**config.mk**
```make
export PLATFORM = sky130hd
export DESIGN_NAME = bdl_gen
export DESIGN_NICKNAME = d
export VERILOG_FILES = /design/src/rtl/bdl_pkg.sv /design/src/rtl/bdl_frag_plan.sv /design/src/rtl/bdl_chunk_calc.sv /design/src/rtl/bdl_gen.sv
export SDC_FILE = /design/constraint.sdc
export NUM_CORES = 1
export LEC_CHECK = 0
export ABC_AREA = 1
export BUFFER_PORTS_ARGS = -buffer_cell sky130_fd_sc_hd__buf_2
export CAP_MARGIN = 20
export CORE_MARGIN = 3
export CORE_UTILIZATION = 50
export CTS_BUF_LIST = sky130_fd_sc_hd__clkbuf_4
export CTS_CLUSTER_SIZE = 20
export DETAILED_ROUTE_END_ITERATION = 10
export HOLD_SLACK_MARGIN = 0.05
export PLACE_DENSITY = 0.71
export SLEW_MARGIN = 25
export SYNTH_ARGS = -nofsm -noshare
export SYNTH_HDL_FRONTEND = slang
export SYNTH_SLANG_ARGS = --single-unit
```
**constraint.sdc**
```tcl
create_clock -name clk -period 6.4 [get_ports clk]
set_clock_uncertainty 0.05 [all_clocks]
set_input_delay 0.96 -clock clk [delete_from_list [all_inputs] [get_ports clk]]
set_output_delay 0.96 -clock clk [all_outputs]
set_load 0.01 [all_outputs]
```
**src/rtl/bdl_pkg.sv**
```systemverilog
package bdl_pkg;

    localparam int WORD_W  = 32;
    localparam int ADDR_W  = 64;
    localparam int IRQ_BIT = 0;

    typedef logic [WORD_W-1:0] word_t;

    typedef enum logic [1:0] {
        ST_IDLE,
        ST_PLAN,
        ST_EMIT
    } gen_state_e;

    typedef struct packed {
        logic [ADDR_W-1:0] base;
        word_t             period;
        word_t             adj;
        logic              no_irq;
        logic              align;
    } bdl_cfg_t;

    typedef struct packed {
        logic  valid;
        word_t len;
        logic  irq;
    } frag_t;

    function automatic word_t flags_word(input logic irq);
        word_t w;
        w = '0;
        w[IRQ_BIT] = irq;
        return w;
    endfunction

endpackage

```
**src/rtl/bdl_frag_plan.sv**
```systemverilog
module bdl_frag_plan
    import bdl_pkg::*;
(
    input  word_t rem_bytes,
    input  word_t period,
    input  word_t adj,
    input  logic  adj_active,
    input  logic  no_irq,
    output frag_t frag,
    output word_t rem_next
);
    logic  fits;
    logic  is_last;
    logic  shorten;

    always_comb begin
        fits     = (period != '0) && (rem_bytes >= period);
        rem_next = rem_bytes - period;
        is_last  = rem_next < period;
        shorten  = is_last && adj_active;
        frag.valid = fits;
        frag.len   = shorten ? (period - adj) : period;
        frag.irq   = shorten ? 1'b0 : ~no_irq;
    end
endmodule

```
**src/rtl/bdl_chunk_calc.sv**
```systemverilog
module bdl_chunk_calc
    import bdl_pkg::*;
#(
    parameter int PAGE_BYTES = 4096,
    localparam int PAGE_BITS = $clog2(PAGE_BYTES)
) (
    input  word_t ofs,
    input  word_t left,
    input  logic  align,
    output word_t chunk,
    output logic  frag_end
);
    word_t page_room;

    always_comb begin
        page_room = word_t'(PAGE_BYTES) - word_t'(ofs[PAGE_BITS-1:0]);
        chunk     = (align && (left > page_room)) ? page_room : left;
        frag_end  = (chunk == left);
    end
endmodule

```
**src/rtl/bdl_gen.sv**
```systemverilog
module bdl_gen
    import bdl_pkg::*;
#(
    parameter int MAX_ENTRIES = 256,
    parameter int PAGE_BYTES  = 4096,
    localparam int CNT_W      = $clog2(MAX_ENTRIES + 1)
) (
    input  logic              clk,
    input  logic              rst,
    input  logic              start,
    input  logic [63:0]       base_addr,
    input  logic [31:0]       buf_bytes,
    input  logic [31:0]       period_bytes,
    input  logic [31:0]       adj_bytes,
    input  logic              no_period_irq,
    input  logic              align_4k,
    output logic              ent_valid,
    input  logic              ent_ready,
    output logic [31:0]       ent_addr_lo,
    output logic [31:0]       ent_addr_hi,
    output logic [31:0]       ent_len,
    output logic [31:0]       ent_flags,
    output logic              busy,
    output logic              error,
    output logic [CNT_W-1:0]  entry_count,
    output logic [CNT_W-1:0]  last_index
);
    localparam logic [CNT_W-1:0] CNT_CAP = CNT_W'(MAX_ENTRIES);

    gen_state_e        state_q;
    bdl_cfg_t          cfg_q;
    logic              adj_act_q;
    word_t             rem_q;
    word_t             ofs_q;
    word_t             left_q;
    logic              irq_q;
    logic [CNT_W-1:0]  count_q;
    logic              err_q;

    frag_t             nxt_frag;
    word_t             rem_after;
    word_t             chunk;
    logic              frag_end;
    logic              at_cap;
    logic              adj_ok;
    logic [ADDR_W-1:0] cur_addr;

    bdl_frag_plan u_plan (
        .rem_bytes  (rem_q),
        .period     (cfg_q.period),
        .adj        (cfg_q.adj),
        .adj_active (adj_act_q),
        .no_irq     (cfg_q.no_irq),
        .frag       (nxt_frag),
        .rem_next   (rem_after)
    );

    bdl_chunk_calc #(.PAGE_BYTES(PAGE_BYTES)) u_chunk (
        .ofs      (ofs_q),
        .left     (left_q),
        .align    (cfg_q.align),
        .chunk    (chunk),
        .frag_end (frag_end)
    );

    assign adj_ok   = (adj_bytes != '0) && (adj_bytes < period_bytes);
    assign at_cap   = (count_q == CNT_CAP);
    assign cur_addr = cfg_q.base + {{(ADDR_W-WORD_W){1'b0}}, ofs_q};

    always_ff @(posedge clk) begin
        if (rst) begin
            state_q   <= ST_IDLE;
            cfg_q     <= '0;
            adj_act_q <= 1'b0;
            rem_q     <= '0;
            ofs_q     <= '0;
            left_q    <= '0;
            irq_q     <= 1'b0;
            count_q   <= '0;
            err_q     <= 1'b0;
        end else begin
            unique case (state_q)
                ST_IDLE: begin
                    if (start) begin
                        cfg_q.base   <= base_addr;
                        cfg_q.period <= period_bytes;
                        cfg_q.adj    <= adj_bytes;
                        cfg_q.no_irq <= no_period_irq;
                        cfg_q.align  <= align_4k;
                        adj_act_q    <= adj_ok;
                        rem_q        <= buf_bytes;
                        ofs_q        <= '0;
                        count_q      <= '0;
                        err_q        <= 1'b0;
                        left_q       <= adj_bytes;
                        irq_q        <= 1'b1;
                        state_q      <= adj_ok ? ST_EMIT : ST_PLAN;
                    end
                end
                ST_PLAN: begin
                    if (nxt_frag.valid) begin
                        rem_q   <= rem_after;
                        left_q  <= nxt_frag.len;
                        irq_q   <= nxt_frag.irq;
                        state_q <= ST_EMIT;
                    end else begin
                        state_q <= ST_IDLE;
                    end
                end
                ST_EMIT: begin
                    if (at_cap) begin
                        err_q   <= 1'b1;
                        state_q <= ST_IDLE;
                    end else if (ent_ready) begin
                        count_q <= count_q + CNT_W'(1);
                        ofs_q   <= ofs_q + chunk;
                        left_q  <= left_q - chunk;
                        if (frag_end) state_q <= ST_PLAN;
                    end
                end
                default: state_q <= ST_IDLE;
            endcase
        end
    end

    assign ent_valid   = (state_q == ST_EMIT) && !at_cap;
    assign ent_addr_lo = cur_addr[WORD_W-1:0];
    assign ent_addr_hi = cur_addr[ADDR_W-1:WORD_W];
    assign ent_len     = chunk;
    assign ent_flags   = flags_word(irq_q && frag_end);
    assign busy        = (state_q != ST_IDLE);
    assign error       = err_q;
    assign entry_count = count_q;
    assign last_index  = count_q - CNT_W'(1);

endmodule

```
### Yosys cells after proc, flatten, opt, wreduce, memory -nomap -nowiden

Index checks and enable logic that the tools add are counted.

* bits of input ports: 166
* logic and storage cells: 89
* output and inout port bits: 149
* flip-flop bits (word level): 240

* bitwise logic cells: 1
* magnitude comparators: 4
* multiplexer cells: 32
* reduce and logical (&&, ||, !) cells: 20
* add/subtract/negate cells: 8
* equality and inequality tests: 11

Operators with widths (count)
* 32-bit 2-to-1 mux: 11
* 32-bit case mux with 2 select lines: 2
* 32-bit case mux with 3 select lines: 1
* 32-bit subtractor: 3
* 64-bit by 32-bit adder with 64-bit output: 1
* 32-bit < comparator: 2
* 32-bit nonzero test: 2
* 32-bit adder: 1
* 32-bit == test: 1
* 32-bit greater-or-equal comparator: 1
* 32-bit greater-than comparator: 1
* 9-bit 2-to-1 mux: 3
* 9-bit case mux with 2 select lines: 1
* 13-bit by 12-bit subtractor with 14-bit output, first input constant: 1
* 2-bit 2-to-1 mux: 6
* 9-bit by 1-bit adder with 9-bit output, second input constant: 1
* 9-bit == test, second input constant: 1
* 3-bit AND reduction: 3
* 9-bit by 1-bit subtractor with 9-bit output, second input constant: 1
* 2-bit inequality test, second input constant: 4
* 1-bit logical AND: 6
* 3-bit inequality test, second input constant: 2
* 2-bit case mux with 3 select lines: 1
* 2-bit nonzero test: 3
* 12 further kinds: 17

### Logic depth before layout (Yosys ltp)

Gate-level depths: netlist (run 1).

* depth after elaboration: 9
* gate-level depth with buffers: 43
* mapped depth without buffers: 40

### By module

A second synthesis (run 1) with hierarchy kept.

* cells, all modules: 4354
* area, all modules: 25365.6 um^2

By module, submodules not included
* bdl_gen: times used 1, cells each 2935, seq. area each 4804.6 um^2, area an instance 18106.1 um^2
* bdl_frag_plan: times used 1, cells each 1160, seq. area each 0.0 um^2, area an instance 5959.5 um^2
* bdl_chunk_calc: times used 1, cells each 259, seq. area each 0.0 um^2, area an instance 1300.0 um^2

### Least setup slack after synthesis (run 1)

Ideal clock, no wire load.

* path type: reg-to-reg
* start point: register ofs_q[0]
* end point: register ofs_q[22]
* required time: 6218 ps
* library setup time: 132 ps
* buffers on the path: 3
* path slack: 869 ps
* period minus slack after synthesis: 5531 ps
* arrival time: 5349 ps
* cell stages (with the launch flop): 41
* cells stage by stage: dfxtp_1 nor3_1 nand3_1 nor3_1 nand3_1 nor3_1 xor2_1 ha_1 nand2_1 nor2_1 nand3_1 nor2_1 nor2_1 nand3_4 nand3_4 buf_6 buf_2 clkbuf_1 [... 5 more ...] inv_1 nand2_1 nand2_1 nand2_1 nand2_1 a21boi_0 o21ai_0 a21oi_1 inv_1 nand2_1 nand2_1 nand2_1 nand2_1 nand2_1 nand2_1 a21boi_0 o21ai_0 a21oi_1

* longest elaborated chain between the ends: 8

Ends and longest elaborated chain
* start: declaration: line bdl_gen.sv:34 `word_t ofs_q;`
* start signal: assignment: line bdl_gen.sv:116 `ofs_q <= ofs_q + chunk;`
* 13-bit by 12-bit subtractor with 14-bit output (*): line bdl_chunk_calc.sv:16 `page_room = word_t'(PAGE_BYTES) - word_t'(ofs[PAGE_BITS-1:0]);`
* 32-bit greater-than comparator: line bdl_chunk_calc.sv:17 `chunk = (align && (left > page_room)) ? page_room : left;`
* 1-bit logical AND: line bdl_chunk_calc.sv:17
* 32-bit 2-to-1 mux (*): line bdl_chunk_calc.sv:17
* via ent_len[0]: line bdl_gen.sv:21 `output logic [31:0] ent_len,`
* 32-bit adder (*): line bdl_gen.sv:116
* 32-bit 2-to-1 mux (*): line bdl_gen.sv:114 `end else if (ent_ready) begin`
* 32-bit 2-to-1 mux (*): line bdl_gen.sv:111 `if (at_cap) begin`
* 32-bit case mux with 2 select lines (*): line bdl_gen.sv:82 `unique case (state_q)`

Mark *: on every way through the listed nets, which the timed path passes. The rest lies on a longest branch. The select of a mux whose other input is x is not followed.
A chain may end at the register's enable or synchronous reset.

### Worst setup path after layout (run 1)

* start point: register ofs_q[1]
* end point: output port ent_flags[0]

* longest elaborated chain between the ends: 6

Ends and longest elaborated chain
* 13-bit by 12-bit subtractor with 14-bit output (*): line bdl_chunk_calc.sv:16
* 32-bit greater-than comparator: line bdl_chunk_calc.sv:17
* 1-bit logical AND: line bdl_chunk_calc.sv:17
* 32-bit 2-to-1 mux (*): line bdl_chunk_calc.sv:17
* 32-bit == test (*): line bdl_chunk_calc.sv:18 `frag_end = (chunk == left);`
* 1-bit logical AND (*): line bdl_gen.sv:130 `assign ent_flags = flags_word(irq_q && frag_end);`
* end: declaration: line bdl_gen.sv:22 `output logic [31:0] ent_flags,`

Every way passes the cells marked *; elsewhere a longest branch is shown, timed or not.

==> flow_summary.yaml, run 1 <==
grt:
  antenna_found_initial: 2
  grt_usage_pct: 30.7
  grt_max_degree: 132
  grt_pass1_wl_um: 111000
  grt_overflow: 0
  grt_pass1_vias: 21200
routing:
  ant_nets: 0
  dr_wl_met3_um: 6040
  drc: 0
  drtPass1Iterations: 6
  wl_per_cell_um: 17.3
  wl_met1_um: 32600
  drtIter0Drc: 2029
  highest-signal-layer: "met4"
  routed_via_density: 5.58
  met2_wirelength_um: 31800
  wirelength_um: 72500
  dr_total_vias: 23400
sta:
  tns_ps: 0
  slew_viol_final: 0
  finalCritPeriodShare_pct: 96.4
  clock.fmax_ghz: 0.162
  tightest_slew_ps: 994
  fin_crit_ps: 6170
  hold_viol_final: 0
  finalSetupViolations: 0
  relSlewSlack_pct: 33.7
layout:
  final_cell_mix: "nand2_1, a21oi_1, inv_1"
  finalNetCount: 3991
  layout_commonest_cell: "nand2_1"
  layout.cells.non_filler: 4193
  multi_input_area_um2: 14800
  drive_above_1_share_pct: 14.2
  fillerInstances: 4355
  area_growth_pct: 14.4
  seq_area_um2: 4810
worst_setup_path:
  cp_data_required_time_ps: 5390
  endpoint_kind: "output port"
  crit_fanout: 8
  max_stage_delay_ps: 370
  slowest_stage: "dfxtp_4"
  reg2reg_depth: 40
  start_kind: "flop"
  crit_arrival_ps: 5160
  worstSetupPathType: "flop to output port"
power_and_ir_drop:
  p_leak_uw: 0.0119
  p_per_area_nw_per_um2: 542
  peakVddDrop_uv: 567
place:
  dp_hpwl_um: 56100
  port_buffers: 283
  place_inst: 4046
  gp_congestion: 0.988
floorplanning:
  ios: 315
  die_x_um: 213
  die_h_um: 213
  core_um2: 42100
  die-area_um2: 45300
  initial_core_util_pct: 50.8
  placementRows: 75
yosys:
  synthesis.area_um2: 21400
  seq_area_frac_synth_pct: 22.5
  synth-edff-count: 0
  synth_area_leaders: "dfxtp_1, ha_1, nand2_1, a21oi_1, o21ai_0"
  ys_warn_count: 0
  synth_top_area_share_pct: 22.5
  synth.avg_cell_area_um2: 6.46
  synth_top_area_cell: "dfxtp_1"
  synth_seq_cells: 240
  synth-main-ff-cell: "dfxtp_1"
  async_flop_share_pct: 0
  syn_inst: 3308
  yosysUniqueCellTypes: 60
hold_path:
  min_path_cells: 3
  min_path_type: "input pin to flop"
clock_network:
  cts_root_buf: "clkbuf_4"
  holdBufCountCts: 0
  cts_sinks: 240
  clkLatencyLatePin_ps: 840
  cts_htree_levels: 3
  cts_tree: "done"
  clockBufferDepth: 3
  cts.clk_slew.worst_paths_ps: 60
  cts_buffers: 74
flow_run:
  max_cap_violations: 0
status:
  status: "completed"
-- timing repair --
action | in CTS | in global routing
setup buffers | 3 | 9
gates resized for setup | 20 | 51
endpoints found under the setup margin | 1 | 8
pin swaps | 1 | 14
cloned | 1 | 1
-- cell families (layout without fill, tap and decap cells) --
family,after synthesis,count (layout),synth area share (%)
simple gates,1249,1251,24.8
compound gates,908,908,23.1
fa+ha+maj,228,228,13.5
xor+xnor,139,139,5.69
buf+inv,543,855,10.5
other cells,1,33,0.0175
flops,240,240,22.5
-- cells in the mapped netlist (3+ instances only) --
master	n
fa_1	5
buf_6	3
nand2_1	594
or2_2	13
nand3_2	3
o21ai_1	4
inv_2	4
o21bai_1	7
nor2_1	352
nor2_2	8
nand2_2	3
ha_1	223
inv_1	402
nand3_1	135
clkbuf_8	3
buf_2	14
a31oi_1	53
buf_4	31
nor3_1	47
a21boi_0	23
xnor2_1	46
o211ai_1	18
a21oi_1	406
clkbuf_1	79
o21a_1	11
a211oi_1	8
nand4_1	43
nor2_4	4
o2111ai_1	7
o31ai_1	9
a21o_1	17
nor4_1	31
dfxtp_1	240
o221ai_1	5
buf_1	5
o21ai_0	328
xor2_1	93
-- stage by stage --
step           instance area (um2)  power (uW)  util (%)  hold slack [ps]  setup slack [ps]
5_1_grt                      24500       14600      58.1              314              -108
4_1_cts                      24100       12900      57.2              303              5.54
6_report                     24500       13300      58.1              352               232
2_1_floorplan                21500        8800         -              380               869
3_3_place_gp                 23100       11100      54.8              395               425
3_5_place_dp                 23100       11100      54.8              395               281
-- per-layer routing --
metal | track usage (%) | vias to the layer above
met1 | 41.5 | 10600
met3 | 7.04 | 158
met5 | 0 | -
met4 | 9.41 | 0
li1 | - | 11700
met2 | 48.8 | 923
-- where the power goes --
| part | total, uW | leakage, uW | switching (uW) | internal (uW) |
|---|---|---|---|---|
| clock | 1590 | 0.000554 | 748 | 839 |
| sequential | 2370 | 0.00198 | 438 | 1930 |
| combinational | 9310 | 0.00939 | 6030 | 3280 |
-- cell type report --
type                       count  share of cell area (%)
antenna                        2                  0.0205
clock buffer                  99                    3.04
clock inverter                32                   0.818
inverter                     406                    6.25
multi-input combinational   2557                    60.4
sequential                   240                    19.7
tap                          539                    2.76
timing repair buffer         318                    7.02
-- critical path: cells and delay by family (launching register included) --
kind | cells | cell delay (ps)
fa+ha+maj | 3 | 750
buf+inv | 4 | 520
xor+xnor | 1 | 90
simple gates | 19 | 2450
compound gates | 1 | 140
flops | 1 | 370
-- worst paths after layout --
| path | slack (ps) | startpoint | endpoint |
|---|---|---|---|
| setup / recovery | 230 | ofs_q[1] | ent_flags[0] |
| hold / removal | 350 | base_addr[20] | cfg_q[86] |
| setup reg to reg | 740 | ofs_q[1] | ofs_q[22] |
| hold reg to reg | 410 | irq_q | irq_q |
-- sequential cells by signal, summed over array words and instances (netlist names) --
signal and cells:
adj_act_q 1, cfg_q 130, entry_count 9, error 1, irq_q 1, left_q 32, ofs_q 32, rem_q 32
state_q 2
Note: power is estimated with default switching activity, not from simulation.
==> inputs of run 2 (changes only) <==
Settings changed: ABC_AREA 1 to default, PLACE_DENSITY 0.71 to 0.72, SETUP_SLACK_MARGIN from default to 0.1.
==> flow_summary.yaml, run 2 <==
status:
  status: "completed"
yosys:
  synth_most_common_cell: "nand2_1"
  yosys.area_share.xor_xnor_pct: 7.35
  syn_inst: 2703
  yosysUniqueCellTypes: 85
  synth_compound_area_share_pct: 25.3
  synth_top_area_share_pct: 23.7
  async_flop_share_pct: 0
  yosys.area_share.simple_pct: 20.4
  synth_top_cells_by_count: "nand2_1, a21oi_1, dfxtp_1"
  synth_top_family_by_area: "compound AO/OA/AOI/OAI gates"
  synth_seq_cells: 240
  synth.avg_cell_area_um2: 7.49
  synth-edff-count: 0
  synth_mux_area_share_pct: 2.24
  synth-main-ff-cell: "dfxtp_1"
  seq_area_frac_synth_pct: 23.7
  synth_area_leaders: "dfxtp_1, ha_1, nand2_1, a21oi_1, xnor2_1"
  synth_top_area_cell: "dfxtp_1"
  synth_fa_ha_area_share_pct: 14.3
  synthesis.area_um2: 20300
  ys_warn_count: 0
power_and_ir_drop:
  internal_power_uw: 5810
  p_sw_uw: 5710
  sequentialPowerShare_pct: 18.8
  p_per_area_nw_per_um2: 483
  netSwitchingFraction_pct: 49.6
  comb_power_share_pct: 67.4
  peakVddDrop_uv: 258
  p_clk_share_pct: 13.8
  p_leak_uw: 0.0111
flow_run:
  max_cap_violations: 0
grt:
  use_met1_pct: 40.5
  grt_max_degree: 91
  grt_overflow: 0
  grt_pass1_vias: 19900
  antenna_found_initial: 2
  met2_usage_pct: 50.0
  grt_usage_pct: 30.9
  grt_pass1_wl_um: 108000
  grtUsageMet3_pct: 4.96
  grt_busiest_layer: "met2"
sta:
  clock.fmax_ghz: 0.160
  slew_viol_final: 0
  fin_crit_ps: 6230
  hold_viol_final: 0
  rsz0062_at_grt: "yes"
  fin_ws_ps: 168
  relSlewSlack_pct: 27.1
  finalCritPeriodShare_pct: 97.4
  tightest_slew_ps: 1090
  finalSetupViolations: 0
  tns_ps: 0
worst_setup_path:
  crit_arrival_ps: 5220
  r2r_slack_ps: 280
  cp_data_required_time_ps: 5390
  start_kind: "flop"
  worstSetupPathType: "flop to output port"
  endpoint_kind: "output port"
  crit_fanout: 7
hold_path:
  min_path_type: "input pin to flop"
floorplanning:
  initial_core_util_pct: 50.7
  core_um2: 39900
  ios: 315
  die-area_um2: 43000
  placementRows: 73
  die_x_um: 207
  die_h_um: 207
routing:
  drtIter0Drc: 1725
  drtPass1Iterations: 6
  ant_nets: 0
  wl_per_cell_um: 19.8
  drc: 0
  routed_via_density: 5.93
  dr_total_vias: 21200
  wirelength_um: 70900
clock_network:
  clockBufferDepth: 3
  cts_sinks: 240
  cts_htree_levels: 3
  cts_tree: "done"
  clkLatencyLatePin_ps: 790
  cts.clk_slew.worst_paths_ps: 70
  cts_buffers: 73
  cts_root_buf: "clkbuf_4"
place:
  gp_congestion: 1.02
  port_buffers: 283
  post-place-ws_ps: -38.6
  dp_hpwl_um: 53400
  place_inst: 3439
layout:
  finalNetCount: 3409
  final_cell_mix: "nand2_1, a21oi_1, buf_2"
  largest_reg_flops: 130
  area_growth_pct: 17.9
  layout.cells.non_filler: 3585
  regMostFlops: "cfg_q"
  layout_commonest_cell: "nand2_1"
  drive_above_1_share_pct: 18.5
[run 2: worst paths after layout]
path / from / end / cells after the start
max: ofs_q[3] / ent_flags[0] / 23
min: align_4k / cfg_q[0] / 3
max reg2reg: left_q[26] / left_q[28] / 22
min reg2reg: cfg_q[18] / cfg_q[18] / 2
[run 2: through the flow]
| step | total power (uW) | instance area, um2 | utilization, % | hold slack (ps) |
|---|---|---|---|---|
| after floorplan | 7260 | 20400 | - | 383 |
| after global placement | 9180 | 22200 | 55.7 | 392 |
| after detailed placement | 9350 | 22200 | 55.7 | 396 |
| after CTS | 11100 | 23500 | 58.8 | 304 |
| after global routing | 12400 | 23900 | 59.8 | 336 |
| final | 11500 | 23900 | 59.8 | 364 |
[run 2: metal layers]
layer	part of all wire [%]	routed length [um]
met4	5.1	3590
met3	7.7	5470
met1	42	29900
met2	45	31900
met5	0.023	16
[run 2: repair_timing]
action                                  in CTS  in global routing
resized for setup                           44                 52
pin swaps                                   13                 15
cloned                                       2                  2
hold buffers                                 0                  0
endpoints found under the setup margin       4                 25
buffers inserted                            12                 10
[run 2: logic make-up after synthesis]
kind of cell | after synthesis
muxes | 45
adders and majority gates | 228
and+or+nand+nor | 891
AOI/OAI and AO/OA | 805
DFF | 240
buffers and inverters | 323
xor gates and xnor gates | 170
other | 1
[run 2: critical path: stages, from the launching register on]
cell	delay, ps
dfxtp_2	320
nor3_2	200
buf_4	140
nand3_1	80
xor2_1	190
inv_1	130
ha_1	310
a21o_1	170
a21o_1	170
a21oi_1	360
o21ai_2	150
o31ai_4	480
buf_6	210
nand2_2	60
o21ai_2	80
buf_4	140
inv_2	40
ha_4	250
and3_4	190
nand3_4	70
a2111oi_4	270
buf_4	200
and2_4	140
buf_6	100
[run 2: cell type report]
type                    count  area [um2]
inverters                 169         634
flip-flops and latches    240        4810
well taps                 525         657
multi-input cells        2170       14700
fillers                  3751       16000
clock buffers              99         743
repair buffers            361        2140
clock inverters            20         184
diodes                      1        2.50
[run 2: power groups by stage]
| stage | clock (uW) | combinational (uW) | sequential [uW] |
|---|---|---|---|
| after floorplan | 0 | 5210 | 2060 |
| after CTS | 1640 | 7370 | 2140 |
| final | 1590 | 7770 | 2160 |
| after global placement | 0 | 7030 | 2150 |
| after global routing | 1720 | 8470 | 2200 |
| after detailed placement | 0 | 7190 | 2170 |
